`config.mk`:
```
export PLATFORM = sky130hd
export DESIGN_NAME = serial_audio_rx
export DESIGN_NICKNAME = d
export VERILOG_FILES = /design/src/rtl/sarx_pkg.sv /design/src/rtl/sarx_sync.sv /design/src/rtl/sarx_framer.sv /design/src/rtl/sarx_assembler.sv /design/src/rtl/serial_audio_rx.sv
export SDC_FILE = /design/constraint.sdc
export NUM_CORES = 1
export LEC_CHECK = 0
export BUFFER_PORTS_ARGS = -buffer_cell sky130_fd_sc_hd__buf_2
export CORE_MARGIN = 2
export CORE_UTILIZATION = 57
export DETAILED_ROUTE_END_ITERATION = 10
export GPL_TIMING_DRIVEN = 0
export PLACE_DENSITY_LB_ADDON = 0.05
export SYNTH_ARGS = -nofsm -noshare
export SYNTH_HDL_FRONTEND = slang
export SYNTH_SLANG_ARGS = --single-unit
export TNS_END_PERCENT = 100
```
`constraint.sdc`:
```
create_clock -name clk -period 6.05 [get_ports clk]
set_clock_uncertainty 0.1 [all_clocks]
set_input_delay 1.21 -clock clk [delete_from_list [all_inputs] [get_ports clk]]
set_output_delay 1.21 -clock clk [all_outputs]
set_load 0.05 [all_outputs]
```
`src/rtl/sarx_pkg.sv`:
```
package sarx_pkg;

    localparam int unsigned SAMPLE_W = 24;
    localparam int unsigned POS_W    = 6;

    typedef enum logic [2:0] {
        FMT_I2S = 3'b000,
        FMT_RJ  = 3'b001,
        FMT_DSP = 3'b010,
        FMT_LJ  = 3'b011
    } fmt_e;

    typedef enum logic [1:0] {
        WL_24  = 2'b00,
        WL_20  = 2'b01,
        WL_16  = 2'b10,
        WL_RSV = 2'b11
    } wlen_e;

    // One sampling event as seen by the framer
    typedef struct packed {
        logic take;       // shift this bit into the word register
        logic bit_v;      // the sampled data bit
        logic done_incl;  // word complete, including this bit
        logic done_excl;  // word complete, excluding this bit
        logic to_left;    // destination channel of the completed word
    } slot_evt_t;

    function automatic logic [POS_W:0] word_bits(input logic [1:0] wl);
        case (wl)
            WL_24:   return (POS_W+1)'(24);
            WL_20:   return (POS_W+1)'(20);
            WL_16:   return (POS_W+1)'(16);
            default: return '0;
        endcase
    endfunction

    function automatic logic cfg_legal(input logic [2:0] m, input logic [1:0] wl);
        return (m[2] == 1'b0) && (wl != WL_RSV);
    endfunction

    // Replicate bit n-1 of raw into all bits from n upward
    function automatic logic [SAMPLE_W-1:0] sign_fill(input logic [SAMPLE_W-1:0] raw,
                                                      input logic [POS_W:0] n);
        logic [SAMPLE_W-1:0] r;
        logic                sb;
        r  = raw;
        sb = 1'b0;
        for (int i = 0; i < SAMPLE_W; i++) begin
            if (i == int'(n) - 1) sb = raw[i];
        end
        if (n != '0) begin
            for (int i = 0; i < SAMPLE_W; i++) begin
                if (i >= int'(n)) r[i] = sb;
            end
        end
        return r;
    endfunction

endpackage

```
`src/rtl/sarx_sync.sv`:
```
module sarx_sync #(
    parameter int unsigned STAGES = 2,
    parameter int unsigned WIDTH  = 3
) (
    input  logic             clk,
    input  logic             rst,
    input  logic [WIDTH-1:0] async_i,
    output logic [WIDTH-1:0] sync_o
);

    generate
        for (genvar g = 0; g < WIDTH; g++) begin : g_bit
            logic [STAGES-1:0] chain;
            always_ff @(posedge clk) begin
                if (rst) chain <= '0;
                else     chain <= {chain[STAGES-2:0], async_i[g]};
            end
            assign sync_o[g] = chain[STAGES-1];
        end
    endgenerate

endmodule

```
`src/rtl/sarx_framer.sv`:
```
module sarx_framer
    import sarx_pkg::*;
(
    input  logic       clk,
    input  logic       rst,
    input  logic       bclk_s,
    input  logic       wclk_s,
    input  logic       sdata_s,
    input  logic [2:0] mode,
    input  logic [1:0] wlen,
    output slot_evt_t  evt
);

    logic             bclk_d;
    logic             w_prev_q;
    logic             primed_q;
    logic             armed_q;
    logic             dsp_right_q;
    logic [POS_W-1:0] pos_q;

    logic             is_dsp;
    logic             stb;
    logic             trig;
    logic [POS_W-1:0] pos;
    logic [POS_W:0]   n;
    logic [POS_W:0]   off;
    logic [POS_W:0]   pos_x;
    logic [POS_W:0]   hi;

    always_comb begin
        is_dsp = (mode == FMT_DSP);
        stb    = is_dsp ? (!bclk_s && bclk_d) : (bclk_s && !bclk_d);
        trig   = primed_q && (is_dsp ? (wclk_s && !w_prev_q) : (wclk_s != w_prev_q));

        if (trig)        pos = '0;
        else if (&pos_q) pos = pos_q;
        else             pos = pos_q + 1'b1;

        n     = word_bits(wlen);
        off   = (mode == FMT_I2S || is_dsp) ? (POS_W+1)'(1) : '0;
        pos_x = {1'b0, pos};
        hi    = off + n;

        evt       = '0;
        evt.bit_v = sdata_s;
        case (mode)
            FMT_RJ: begin
                // keep shifting; the word closes when the word clock flips
                evt.take      = stb;
                evt.done_excl = stb && trig && armed_q;
                evt.to_left   = w_prev_q;
            end
            FMT_I2S, FMT_LJ, FMT_DSP: begin
                evt.take      = stb && (armed_q || trig) && (pos_x >= off) && (pos_x < hi);
                evt.done_incl = evt.take && ((pos_x + (POS_W+1)'(1)) == hi);
                if (mode == FMT_I2S)     evt.to_left = !wclk_s;
                else if (mode == FMT_LJ) evt.to_left = wclk_s;
                else                     evt.to_left = !dsp_right_q;
            end
            default: ;
        endcase
    end

    always_ff @(posedge clk) begin
        if (rst) begin
            bclk_d      <= 1'b0;
            w_prev_q    <= 1'b0;
            primed_q    <= 1'b0;
            armed_q     <= 1'b0;
            dsp_right_q <= 1'b0;
            pos_q       <= '0;
        end else begin
            bclk_d <= bclk_s;
            if (stb) begin
                w_prev_q <= wclk_s;
                primed_q <= 1'b1;
                pos_q    <= pos;
                if (trig) armed_q <= 1'b1;
                if (is_dsp && evt.done_incl) dsp_right_q <= !dsp_right_q;
            end
        end
    end

endmodule

```
`src/rtl/sarx_assembler.sv`:
```
module sarx_assembler
    import sarx_pkg::*;
(
    input  logic                clk,
    input  logic                rst,
    input  slot_evt_t           evt,
    input  logic                cfg_ok,
    input  logic [POS_W:0]      n,
    output logic [SAMPLE_W-1:0] left_q,
    output logic [SAMPLE_W-1:0] right_q,
    output logic                left_stb,
    output logic                right_stb
);

    logic [SAMPLE_W-1:0] sh_q;
    logic [SAMPLE_W-1:0] sh_nx;
    logic [SAMPLE_W-1:0] word;
    logic                fire;

    always_comb begin
        sh_nx = {sh_q[SAMPLE_W-2:0], evt.bit_v};
        word  = sign_fill(evt.done_incl ? sh_nx : sh_q, n);
        fire  = cfg_ok && (evt.done_incl || evt.done_excl);
    end

    always_ff @(posedge clk) begin
        if (rst) begin
            sh_q      <= '0;
            left_q    <= '0;
            right_q   <= '0;
            left_stb  <= 1'b0;
            right_stb <= 1'b0;
        end else begin
            left_stb  <= 1'b0;
            right_stb <= 1'b0;
            if (evt.take) sh_q <= sh_nx;
            if (fire) begin
                if (evt.to_left) begin
                    left_q   <= word;
                    left_stb <= 1'b1;
                end else begin
                    right_q   <= word;
                    right_stb <= 1'b1;
                end
            end
        end
    end

endmodule

```
`src/rtl/serial_audio_rx.sv`:
```
module serial_audio_rx
    import sarx_pkg::*;
#(
    parameter int unsigned SYNC_STAGES = 2
) (
    input  logic                clk,
    input  logic                rst,
    input  logic                bclk_i,
    input  logic                wclk_i,
    input  logic                sdata_i,
    input  logic [2:0]          mode_i,
    input  logic [1:0]          wlen_i,
    output logic [SAMPLE_W-1:0] left_o,
    output logic                left_valid_o,
    output logic [SAMPLE_W-1:0] right_o,
    output logic                right_valid_o
);

    localparam int unsigned LINES = 3;

    logic [LINES-1:0] line_s;
    slot_evt_t        evt;
    logic [POS_W:0]   n_bits;
    logic             cfg_ok;

    assign n_bits = word_bits(wlen_i);
    assign cfg_ok = cfg_legal(mode_i, wlen_i);

    sarx_sync #(
        .STAGES (SYNC_STAGES),
        .WIDTH  (LINES)
    ) u_sync (
        .clk     (clk),
        .rst     (rst),
        .async_i ({sdata_i, wclk_i, bclk_i}),
        .sync_o  (line_s)
    );

    sarx_framer u_framer (
        .clk     (clk),
        .rst     (rst),
        .bclk_s  (line_s[0]),
        .wclk_s  (line_s[1]),
        .sdata_s (line_s[2]),
        .mode    (mode_i),
        .wlen    (wlen_i),
        .evt     (evt)
    );

    sarx_assembler u_asm (
        .clk       (clk),
        .rst       (rst),
        .evt       (evt),
        .cfg_ok    (cfg_ok),
        .n         (n_bits),
        .left_q    (left_o),
        .right_q   (right_o),
        .left_stb  (left_valid_o),
        .right_stb (right_valid_o)
    );

endmodule

```
# --- Word-level counts from Yosys, hierarchy flattened ---
# Index checks and enable logic that the tools add are counted.
word_totals:
  mem_count: 0
  rom_bits: 0
  word_cells: 174
  latch_bits: 0
  inputBits: 10
  register_bits: 91
  out_inout_bits: 50
  ramBits: 0
op_classes:
  n_bitwise: 3
  mul: 0
  n_addsub: 4
  n_reduce_logical: 32
  n_eq_ne: 31
  n_shift: 0
  n_lt_le_gt_ge: 26
  mux: 64
  n_div: 0
op_table:
  columns: ["operator", "n"]
  rows:
  - ["$eq 5x32->1 const A", 8]
  - ["$eq 6x32->1 const A", 8]
  - ["$eq 4x32->1 const A", 4]
  - ["$eq 3x32->1 const A", 2]
  - ["$mux 1", 57]
  - ["$mux 24", 2]
  - ["$ge 4x5->1 const A", 8]
  - ["$ge 5x5->1 const A", 8]
  - ["$eq 2x32->1 const A", 1]
  - ["$logic_not 32->1", 1]
  - ["$ge 3x5->1 const A", 4]
  - ["$pmux 5 s3", 1]
  - ["$logic_and 1x1->1", 13]
  - ["$mux 6", 2]
  - ["$ge 1x5->1 const A", 2]
  - ["$ge 2x5->1 const A", 2]
  - ["$reduce_and 2->1", 4]
  - ["$add 6x1->7 const B", 1]
  - ["$add 7x5->7", 1]
  - ["$eq 7x7->1", 1]
  - ["$ge 6x7->1", 1]
  - ["$lt 6x7->1", 1]
  - ["$reduce_bool 7->1", 1]
  - ["$add 6x1->6 const B", 1]
  - ["16 further kinds", 26]

# --- Longest topological paths before layout ---
depth:
  word_depth: 37
  mapped_depth: 20
  ltp_nobuf: 16

# --- By module ---
# A second synthesis with hierarchy kept.
hier_totals:
  hier_cells: 662
  area_unflattened_um2: 5295.1
modules_own_cells:
  columns: ["module", "cells_each", "seq_area_each_um2", "n_inst", "area_each_um2"]
  rows:
  - ["sarx_assembler", 507, 1481.4, 1, 4040.1]
  - ["sarx_framer", 135, 220.2, 1, 1052.3]
  - ["sarx_sync", 15, 120.1, 1, 180.2]
  - ["serial_audio_rx", 5, 0.0, 1, 22.5]

# --- Least setup slack after synthesis ---
# OpenSTA, ideal clock, no wires.
synth_path:
  path_kind: "in2reg"
  start: "input mode_i[0]"
  end: "register u_asm.left_q[10]"
  path_buffers: 5
  setup_ns: 0.086
  slack_ns: 0.943
  arrival_ns: 4.922
  stages: 18
  required_time_ns: 5.864
  path_cell_list: "buf_2 > or4b_1 > o211a_2 > buf_6 > nor3_1 > ha_1 > o21ai_0 > a31oi_1 > a211oi_1 > or3b_2 > a211oi_2 > o2111ai_1 > buf_4 > a211oi_2 > buf_6 > buf_6 > nor2_1 > a211oi_1"
synth_via:
  elab_chain_cells: 36
  elab_cells_between_ends: 58
  classes_between: "add/sub: 2; order compare: 2; eq/ne: 4; mux: 36; reduce/logical: 14"
synth_lines:
  columns: ["element", "line", "rtl"]
  rows:
  - ["start: declaration", "serial_audio_rx.sv:11", "input logic [2:0] mode_i,"]
  - ["$eq 3x2->1 *", "sarx_framer.sv:31", "is_dsp = (mode == FMT_DSP);"]
  - ["$mux 1 *", "sarx_framer.sv:33", "trig = primed_q && (is_dsp ? (wclk_s && !w_prev_q) : (wclk_s != w_prev_q));"]
  - ["$logic_and 1x1->1 *", "sarx_framer.sv:33", null]
  - ["$mux 6 *", "sarx_framer.sv:35", "if (trig) pos = '0;"]
  - ["net u_framer.pos[0]", "sarx_framer.sv:24", "logic [POS_W-1:0] pos;"]
  - ["branches (longest 3 deep; another with $add 6x1->7)", null, null]
  - ["$logic_and 1x1->1 *", "sarx_framer.sv:55", "evt.done_incl = evt.take && ((pos_x + (POS_W+1)'(1)) == hi);"]
  - ["$mux 1 *", "sarx_framer.sv:46", "case (mode)"]
  - ["$mux 24", "sarx_assembler.sv:22", "word = sign_fill(evt.done_incl ? sh_nx : sh_q, n);"]
  - ["$mux 1 (24 in series)", "sarx_pkg.sv:50", "if (i == int'(n) - 1) sb = raw[i];"]
  - ["$mux 1", "sarx_pkg.sv:54", "if (i >= int'(n)) r[i] = sb;"]
  - ["$mux 24", "sarx_pkg.sv:52", "if (n != '0) begin"]
  - ["end signal: assignment", "sarx_assembler.sv:39", "left_q <= word;"]
  - ["end: declaration", "sarx_assembler.sv:9", "output logic [SAMPLE_W-1:0] left_q,"]
# Mark *: on every way through the listed nets, which the timed path passes.
# A chain may end at the register's enable or synchronous reset.

# --- Final worst setup path ---
layout_path:
  start: "input mode_i[0]"
  end: "register u_asm.left_q[18]"
# Same word-level chain as after synthesis.

==> results by group <==
Status
  – Status: finished clean

Logic synthesis
  – Avg Cell Area, Syn: 8.98 µm²
  – Syn Std Cell Area: 4240 µm²
  – Unique cell type count in the Yosys netlist: 48
  – Number of synthesized register bits: 91
  – Seq/Total Area, Yosys: 0.430
  – Main synth FF type: dfxtp_1
  – Fraction of registers with async set/reset: 0
  – Synth warnings: 0
  – Syn nets: 489
  – Post-synth EDFFs: 0
  – Mapped Cells: 472

Worst setup path
  – Crit Path Class: in -> reg
  – CP max FO: 10
  – Crit path DAT: 5.63 ns
  – Setup slack, reg-to-reg: 1.08 ns
  – Worst path top cell family by delay: simple AND/OR/NAND/NOR gates
  – Critical path's slowest cell: or4b_1
  – CP startpoint kind: input pin
  – Critical Path Max Stage Delay: 0.56 ns
  – Crit end category: register
  – Worst Path Required: 6.21 ns
  – RR Endpoint: u_asm.left_q[18]$_SDFFE_PP0P_
  – Worst r2r path cells: 18
  – RR Startpoint: u_framer.w_prev_q$_SDFFE_PP0P_
  – Buffers and inverters on the worst path: 4
  – Worst-path cell chain: buf_2, or4b_1, o211a_2, buf_6, nor3_1, ha_1, o21ai_0, a31oi_1, a211oi_1, or3b_2, a211oi_2, o2111ai_1, buf_4, a211oi_2, buf_2, nor2_1, a211oi_1

Power
  – Switching share of power: 0.261
  – Pwr/cell area: 222 nW/µm²
  – NetSw: 0.280 mW
  – Seq pwr share: 0.564
  – Overall power: 1.07 mW
  – P_int: 0.791 mW
  – Clock network fraction of total power: 0.379
  – Combinational power share: 0.057
  – P_leak: 2.20 nW
  – Max VDD drop: 0.149 mV

Routing
  – Initial DRC count: 194
  – Via count: 3650
  – DR DRC count: 0
  – WL/cell: 15.6 µm
  – Vias/cell: 5.68
  – Number of detailed-route iterations in the first pass: 4
  – Final wirelength: 10000 µm
  – Post-route ant nets: 0

Timing
  – Final Slew Violations: 0
  – RSZ-0062 raised after global routing: no
  – Fmax: 183 MHz
  – Final period util: 0.903
  – Shortest period the worst path allows: 5.46 ns
  – Tightest Pin Transition: 0.755 ns
  – Final number of setup-violating endpoints: 0
  – Slew headroom: 0.497
  – Final hold violation count: 0
  – Final setup TNS: 0 ns

Floorplanning
  – Initial core utilization: 0.587
  – Die Span X: 90.2 µm
  – Die height: 90.2 µm
  – Site Rows: 31
  – I/O pin count: 60
  – Die ar.: 8140 µm²
  – CORE AREA: 7210 µm²

Finish
  – Final core utilization: 0.670
  – Fill cells: 650
  – Post-route non-filler standard cell count: 643
  – Design Area, Final: 4830 µm²
  – Commonest non-fill, non-tap cells in the layout: nor2_1 (109), dfxtp_1 (91), buf_2 (69)
  – Final net count: 556
  – Commonest non-fill, non-tap cell in the layout: nor2_1
  – Synth-to-layout area growth: 14.0%
  – Multi-input gate area: 2190 µm²
  – FF/Latch Area: 1820 µm²
  – N_diodes: 0
  – Share of post-route cells with drive strength above 1: 0.206

Global routing
  – GRT Residual Overflow: 0
  – First-pass GRT wire length: 16900 µm
  – GRT Overall Usage: 0.254
  – Largest net degree at the start of global routing: 18
  – Initial antenna violation count: 0
  – Vias in the first global route: 3399

Placement
  – Gpl congestion: 0.859
  – Placement Cell Area: 4640 µm²
  – Inst Count DP: 627
  – Dpl hpwl: 7180 µm
  – PortBufs: 56

Hold path
  – Worst hold start: u_sync.g_bit[1].chain[0]$_SDFF_PP0_
  – Sink of the worst hold path: u_sync.g_bit[1].chain[1]$_SDFF_PP0_
  – Worst min path class: reg -> reg
  – Hold path cells: 1

Run
  – Max cap viols: 0

Clocking
  – TritonCTS clock tree: built
  – Clk root buf: clkbuf_8
  – CTS Buffer Depth: 2
  – H-tree level count: 3
  – Inserted Clock Buffers: 9
  – Clk slew on worst S/H paths: 0.09 ns
  – CTS resizes: 0
  – Post-CTS Setup Bufs: 0
  – Clock Sinks: 91
  – Worst-Skew Late Latency: 0.36 ns
  – CTS Hold Bufs: 0
[Yosys cell counts (all sizes together), types with 8 or more instances]
cell type / instances / area (µm²)
a211oi: 53 / 423
a21oi: 17 / 85.1
buf: 21 / 148
clkbuf: 12 / 46.3
dfxtp: 91 / 1820
mux2i: 50 / 500
nand2: 8 / 30.0
nor2: 111 / 427
nor2b: 9 / 56.3
nor3: 14 / 75.1
o21ai: 10 / 50.1
[worst register-to-register path: stages (launching register included)]
cell and delay, ns:
dfxtp_1 0.34, inv_1 0.06, ha_1 0.18, or4b_1 0.50, o211a_2 0.19, buf_6 0.16, nor3_1 0.49, ha_1 0.29
o21ai_0 0.09, a31oi_1 0.22, a211oi_1 0.18, or3b_2 0.50, a211oi_2 0.29, o2111ai_1 0.16, buf_4 0.22, a211oi_2 0.27
buf_2 0.33, nor2_1 0.07, a211oi_1 0.23
[power by group through the flow]
| stage | logic [mW] | clock network, mW | registers, mW |
|---|---|---|---|
| 5_1_grt | 0.0680 | 0.439 | 0.604 |
| 6_report | 0.0609 | 0.406 | 0.604 |
| 2_1_floorplan | 0.0436 | 0 | 0.617 |
| 3_3_place_gp | 0.0584 | 0 | 0.618 |
| 3_5_place_dp | 0.0597 | 0 | 0.618 |
| 4_1_cts | 0.0602 | 0.411 | 0.604 |
[final cells by class]
class | instances | share of cell area
buffer | 33 | 0.0401
clock buffer | 10 | 0.0285
clock inverter | 6 | 0.0109
inverter | 7 | 0.00544
multi-input combinational | 341 | 0.454
sequential | 91 | 0.377
tap | 99 | 0.0256
timing repair buffer | 56 | 0.0580
[kinds of logic (layout without fill, tap and decap cells)]
| logic type | after synthesis | in the layout | share of synthesized area |
|---|---|---|---|
| AND/OR/NAND/NOR | 175 | 175 | 0.193 |
| AO/OA/AOI/OAI | 102 | 102 | 0.171 |
| flip-flops | 91 | 91 | 0.430 |
| multiplexers | 51 | 51 | 0.121 |
| buffers and inverters | 40 | 112 | 0.0520 |
| adder cells (fa/ha/maj) | 7 | 7 | 0.0207 |
| XOR/XNOR | 6 | 6 | 0.0124 |
[registers in the layout, summed over array words and instances, names as in the netlist]
| name | count |
|---|---|
| u_framer.pos_q | 6 |
| u_framer.bclk_d | 1 |
| u_framer.armed_q | 1 |
| u_sync.g_bit.chain | 6 |
| u_asm.right_q | 24 |
| u_framer.primed_q | 1 |
| u_asm.left_stb | 1 |
| u_asm.right_stb | 1 |
| u_asm.left_q | 24 |
| u_framer.dsp_right_q | 1 |
| u_framer.w_prev_q | 1 |
| u_asm.sh_q | 24 |
[metrics by stage]
step                worst slack (ns)  hold slack (ns)
global route                   0.387            0.357
detailed placement             0.302            0.320
CTS                            0.680            0.344
floorplan                      0.943            0.314
finish                         0.586            0.341
global placement               0.442            0.317
[per-layer routing]
metal  vias to the layer above  global-route usage  wire (µm)
met5                         -                   0          0
met4                         0              0.0821        121
met3                        12              0.0293        412
met2                        81               0.400       4620
met1                      1737               0.367       4860
li1                       1820                   -          -
[worst max-delay path by stage]
stage	cells after the start	slack [ns]	startpoint	end
after floorplan	18	0.94	mode_i[0]	u_asm.left_q[10]$_SDFFE_PP0P_
after global routing	17	0.39	mode_i[0]	u_asm.left_q[21]$_SDFFE_PP0P_
after detailed placement	17	0.30	mode_i[0]	u_asm.left_q[23]$_SDFFE_PP0P_
after CTS	17	0.68	mode_i[0]	u_asm.left_q[23]$_SDFFE_PP0P_
after global placement	17	0.44	mode_i[0]	u_asm.right_q[10]$_SDFFE_PP0P_
final	17	0.59	mode_i[0]	u_asm.left_q[18]$_SDFFE_PP0P_
Note: power is estimated with default switching activity, not from simulation.
